<file path="config.mk">
export PLATFORM = sky130hd
export DESIGN_NAME = oft_overload_timer
export DESIGN_NICKNAME = d
export VERILOG_FILES = /design/src/rtl/oft_pkg.sv /design/src/rtl/oft_tick_gen.sv /design/src/rtl/oft_updown.sv /design/src/rtl/oft_policy.sv /design/src/rtl/oft_overload_timer.sv
export SDC_FILE = /design/constraint.sdc
export NUM_CORES = 1
export LEC_CHECK = 0
export BUFFER_PORTS_ARGS = -buffer_cell sky130_fd_sc_hd__buf_2
export CAP_MARGIN = 20
export CELL_PAD_IN_SITES_DETAIL_PLACEMENT = 1
export CELL_PAD_IN_SITES_GLOBAL_PLACEMENT = 1
export CORE_AREA = 3 3 62 64
export DETAILED_ROUTE_END_ITERATION = 6
export DIE_AREA = 0 0 65 67
export PLACE_DENSITY = 0.76
export REMOVE_ABC_BUFFERS = 1
export SYNTH_ARGS = -nofsm -noshare
export SYNTH_HDL_FRONTEND = slang
export SYNTH_SLANG_ARGS = --single-unit
</file>
<file path="constraint.sdc">
create_clock -name clk -period 5.5 [get_ports clk]
set_clock_uncertainty 0.05 [all_clocks]
set_input_delay 1.1 -clock clk [delete_from_list [all_inputs] [get_ports clk]]
set_output_delay 1.1 -clock clk [all_outputs]
set_load 0.01 [all_outputs]
</file>
<file path="src/rtl/oft_pkg.sv">
package oft_pkg;

  typedef enum logic [1:0] {
    ST_RUN        = 2'd0,
    ST_HALT_AUTO  = 2'd1,
    ST_HALT_LATCH = 2'd2
  } oft_state_e;

endpackage

</file>
<file path="src/rtl/oft_tick_gen.sv">
module oft_tick_gen #(
  parameter int unsigned TICK_CYCLES = 1000000
) (
  input  logic clk,
  input  logic rst_n,
  input  logic clr,
  output logic tick
);
  localparam int unsigned TW = (TICK_CYCLES > 1) ? $clog2(TICK_CYCLES) : 1;
  localparam logic [TW-1:0] LAST = TW'(TICK_CYCLES - 1);

  logic [TW-1:0] div_q;

  assign tick = (div_q == LAST);

  always_ff @(posedge clk or negedge rst_n) begin
    if (!rst_n)      div_q <= '0;
    else if (clr)    div_q <= '0;
    else if (tick)   div_q <= '0;
    else             div_q <= div_q + 1'b1;
  end
endmodule

</file>
<file path="src/rtl/oft_updown.sv">
module oft_updown #(
  parameter int unsigned LIMIT = 8,
  localparam int unsigned CW = $clog2(LIMIT + 1)
) (
  input  logic          clk,
  input  logic          rst_n,
  input  logic          clr,
  input  logic          hold,
  input  logic          tick,
  input  logic          up,
  output logic [CW-1:0] cnt,
  output logic          trip
);
  localparam logic [CW-1:0] TOP  = CW'(LIMIT);
  localparam logic [CW-1:0] NEAR = CW'(LIMIT - 1);

  logic [CW-1:0] cnt_q;

  assign cnt  = cnt_q;
  assign trip = tick & up & ~hold & (cnt_q == NEAR);

  always_ff @(posedge clk or negedge rst_n) begin
    if (!rst_n) begin
      cnt_q <= '0;
    end else if (clr) begin
      cnt_q <= '0;
    end else if (!hold && tick) begin
      if (up) begin
        if (cnt_q != TOP) cnt_q <= cnt_q + 1'b1;
      end else begin
        if (cnt_q != '0) cnt_q <= cnt_q - 1'b1;
      end
    end
  end
endmodule

</file>
<file path="src/rtl/oft_policy.sv">
module oft_policy
  import oft_pkg::*;
(
  input  logic       clk,
  input  logic       rst_n,
  input  logic       trip,
  input  logic       hard_stop,
  input  logic       latch_sel,
  input  logic       restart,
  output oft_state_e state,
  output logic       restart_ok
);
  oft_state_e state_q, state_d;

  assign state      = state_q;
  assign restart_ok = (state_q == ST_HALT_AUTO) && restart;

  always_comb begin
    state_d = state_q;
    unique case (state_q)
      ST_RUN:
        if (trip || hard_stop)
          state_d = latch_sel ? ST_HALT_LATCH : ST_HALT_AUTO;
      ST_HALT_AUTO:
        if (restart) state_d = ST_RUN;
      ST_HALT_LATCH:
        state_d = ST_HALT_LATCH;
      default:
        state_d = ST_HALT_LATCH;
    endcase
  end

  always_ff @(posedge clk or negedge rst_n) begin
    if (!rst_n) state_q <= ST_RUN;
    else        state_q <= state_d;
  end
endmodule

</file>
<file path="src/rtl/oft_overload_timer.sv">
module oft_overload_timer
  import oft_pkg::*;
#(
  parameter int unsigned TICK_CYCLES = 1000000,
  parameter int unsigned LIMIT       = 8
) (
  input  logic clk,
  input  logic rst_n,
  input  logic ovc_flag,
  input  logic hard_stop,
  input  logic latch_sel,
  input  logic supply_restart,
  output logic drive_en,
  output logic latched_o,
  output logic fault_o
);
  localparam int unsigned CW = $clog2(LIMIT + 1);

  logic          tick;
  logic          trip;
  logic          restart_ok;
  logic          halted;
  logic [CW-1:0] cnt;
  oft_state_e    state;

  assign halted = (state != ST_RUN);

  oft_tick_gen #(.TICK_CYCLES(TICK_CYCLES)) u_tick (
    .clk   (clk),
    .rst_n (rst_n),
    .clr   (restart_ok),
    .tick  (tick)
  );

  oft_updown #(.LIMIT(LIMIT)) u_cnt (
    .clk   (clk),
    .rst_n (rst_n),
    .clr   (restart_ok),
    .hold  (halted),
    .tick  (tick),
    .up    (ovc_flag),
    .cnt   (cnt),
    .trip  (trip)
  );

  oft_policy u_pol (
    .clk        (clk),
    .rst_n      (rst_n),
    .trip       (trip),
    .hard_stop  (hard_stop),
    .latch_sel  (latch_sel),
    .restart    (supply_restart),
    .state      (state),
    .restart_ok (restart_ok)
  );

  assign drive_en  = (state == ST_RUN);
  assign fault_o   = halted;
  assign latched_o = (state == ST_HALT_LATCH);
endmodule

</file>
==> results.json <==
{
  "slowest_stage": "dfrtp_1",
  "routed_wl_um": 2969,
  "pre_cts_ws_ns": 2.889,
  "hold_viol_final": 0,
  "cts.path.max_buffers": 2,
  "crit_chain": "nor2_1 > inv_1 > buf_2",
  "ctsHoldBuffers": 0,
  "relSlewSlack_pct": 52.95,
  "drtIter0Drc": 55,
  "layout.filler_cells": 406,
  "drv_cap": 0,
  "ant_nets": 0,
  "synthFlopType": "dfrtp_1",
  "setup.worst_path.end_class": "primary output",
  "cp_slowest_stage_delay_ns": 0.46,
  "grt_max_degree": 27,
  "required_ns": 4.35,
  "wl_met3_um": 70,
  "antenna_found_initial": 0,
  "wl_met2_um": 1492,
  "yosysTopAreaCell": "dfrtp_1",
  "dieWidth_um": 65,
  "cp_max_fo": 6,
  "grt_pass1_vias": 1192,
  "root_buffer": "clkbuf_4",
  "crit_arrival_ns": 1.25,
  "timing.reg2reg.setup_slack_ns": 3.46,
  "grt_use_total_pct": 16.06,
  "hp-class": "register to register",
  "ff_latch_area_um2": 650.6,
  "ys_seq_area_share_pct": 46.39,
  "leakage_nw": 0.6832,
  "coreArea_mm2": 0.003337,
  "tns_ns": 0,
  "hold_start": "u_tick.div_q[0]",
  "power_density_mw_per_mm2": 272.7,
  "path_clk_slew_ns": 0.15,
  "fin_ws_ns": 3.096,
  "netlist_area_mm2": 0.001403,
  "start_util_pct": 42.03,
  "worstHoldEndpoint": "u_tick.div_q[0]",
  "holdPathStages": 1,
  "ios": 9,
  "syn_area_per_cell_um2": 9.413,
  "clk_latency_ns": 0.33,
  "met1_length_um": 1365,
  "postSynthCellCount": 149,
  "diodes": 0,
  "path_class": "register to primary output",
  "cts_resized": 0,
  "rows": 21,
  "tightest_slew_ns": 0.7003,
  "status": "complete, no violations",
  "cts_tree": "built",
  "die_h_um": 67,
  "cts.sinks": 26,
  "wl_per_cell_um": 14.48,
  "vias": 1071,
  "synth_edf_count": 0,
  "max_freq_mhz": 415.9,
  "post-route-drc-count": 0,
  "ys_ff_latch": 26,
  "slew_viol_final": 0,
  "die-area_mm2": 0.004355,
  "grt_pass1_wl_um": 5409,
  "ys_warn_count": 0,
  "io_buffers": 8,
  "cts-htree-levels": 1,
  "hpwl_um": 2230,
  "post-route-period-util_pct": 43.71,
  "place_congestion": 0.7464,
  "reg2reg_to": "u_cnt.cnt[2]",
  "synth_cell_types": 35,
  "post_cts_buffers": 0,
  "cts_buffers": 3,
  "vdd_drop_max_mv": 0.1306,
  "globalRoute.totalOverflow": 0,
  "via_per_inst": 5.224,
  "synthArstFlopShare_pct": 100.0,
  "finalSetupViolCount": 0,
  "syn_to_final_growth_pct": 9.010,
  "netlist.area_leader.share_pct": 46.39,
  "drive_above_1_share_pct": 11.32,
  "multiInputGateArea_um2": 725.7,
  "ff2ff_path_depth": 5,
  "rsz0062_at_grt": "false",
  "nNetsFinal": 170,
  "timing.hold.ws_ns": 0.4564,
  "synth.area.top_cells": "dfrtp_1 (46%), nor2_1 (8.3%), xnor2_1 (6.2%)",
  "cp-start-kind": "register",
  "final_core_util_pct": 45.82,
  "dr.max_layer_used": "met4",
  "r2r_start": "u_tick.div_q[12]",
  "period_needed_ns": 2.404,
  "first_pass_iters": 4
}
-- worst max path at each step --
stage / slack, ns / start / endpoint
final: 3.10 / u_pol.state[0] / fault_o
after global routing: 2.98 / u_pol.state[1] / fault_o
after CTS: 3.06 / u_pol.state[1] / fault_o
after detailed placement: 2.89 / ovc_flag / u_cnt.cnt[3]
after global placement: 2.98 / ovc_flag / u_cnt.cnt[3]
after floorplan: 3.16 / ovc_flag / u_cnt.cnt[3]
-- cell usage in the layout, fill, tap and decap left out, drive strengths merged, types with 6 or more instances in the layout --
cell and count:
buf 8, dfrtp 26, nand2 9, nand3 9
nand4 6, nor2 31, xnor2 10, xor2 10
-- cells by family (layout without fill, tap and decap cells) --
logic type	Yosys count	after routing	synth area share (%)
compound gates	11	11	5.175
xor+xnor	20	20	12.49
fa+ha+maj	4	4	4.104
buf+inv	7	17	1.874
flops	26	26	46.39
simple gates	81	81	29.97
-- layer usage --
| layer | track usage (%) | vias up |
|---|---|---|
| met4 | 5.277 | 0 |
| met1 | 18.83 | 529 |
| li1 | - | 526 |
| met2 | 29.37 | 11 |
| met5 | 0 | - |
| met3 | 2.867 | 5 |
-- critical path, delay by kind of cell, from the launching register on --
kind / cells / cell delay (ns)
flops: 1 / 0.46
buf+inv: 2 / 0.26
simple gates: 1 / 0.20
-- sequential cells by signal, summed over array words and instances, names as in the netlist --
register,cells
u_cnt.cnt,4
u_tick.div_q,20
u_pol.state,2
-- layout make-up --
type | count | area share, %
Tap cell | 46 | 3.764
Sequential cell | 26 | 42.55
Timing Repair Buffer | 8 | 2.619
Multi-Input combinational cell | 116 | 47.46
Clock buffer | 4 | 2.373
Inverter | 5 | 1.227
-- power breakdown --
part / internal [mW] / switching (mW)
clock: 0.0406 / 0.0582
sequential: 0.218 / 0.0309
combinational: 0.0331 / 0.0362
-- synthesized netlist by cell type, drive strengths merged (2+ instances only) --
library cell / n
nand4: 6
and3: 4
nor2: 31
nor3: 5
or3: 3
xor2: 10
clkbuf: 2
xnor2: 10
nor2b: 3
dfrtp: 26
nand2: 9
inv: 5
and2: 2
a21oi: 5
nand3: 9
ha: 3
nor4: 3
-- stage by stage --
step / power, mW / cell area, um^2 / instances
2_1_floorplan: 0.2978 / 1395 / 147
5_1_grt: 0.4459 / 1529 / 205
4_1_cts: 0.4246 / 1529 / 205
6_report: 0.4169 / 1529 / 205
3_3_place_gp: 0.3151 / 1493 / 201
3_5_place_dp: 0.3231 / 1493 / 201
No activity file was read; power rests on OpenSTA's default activity.
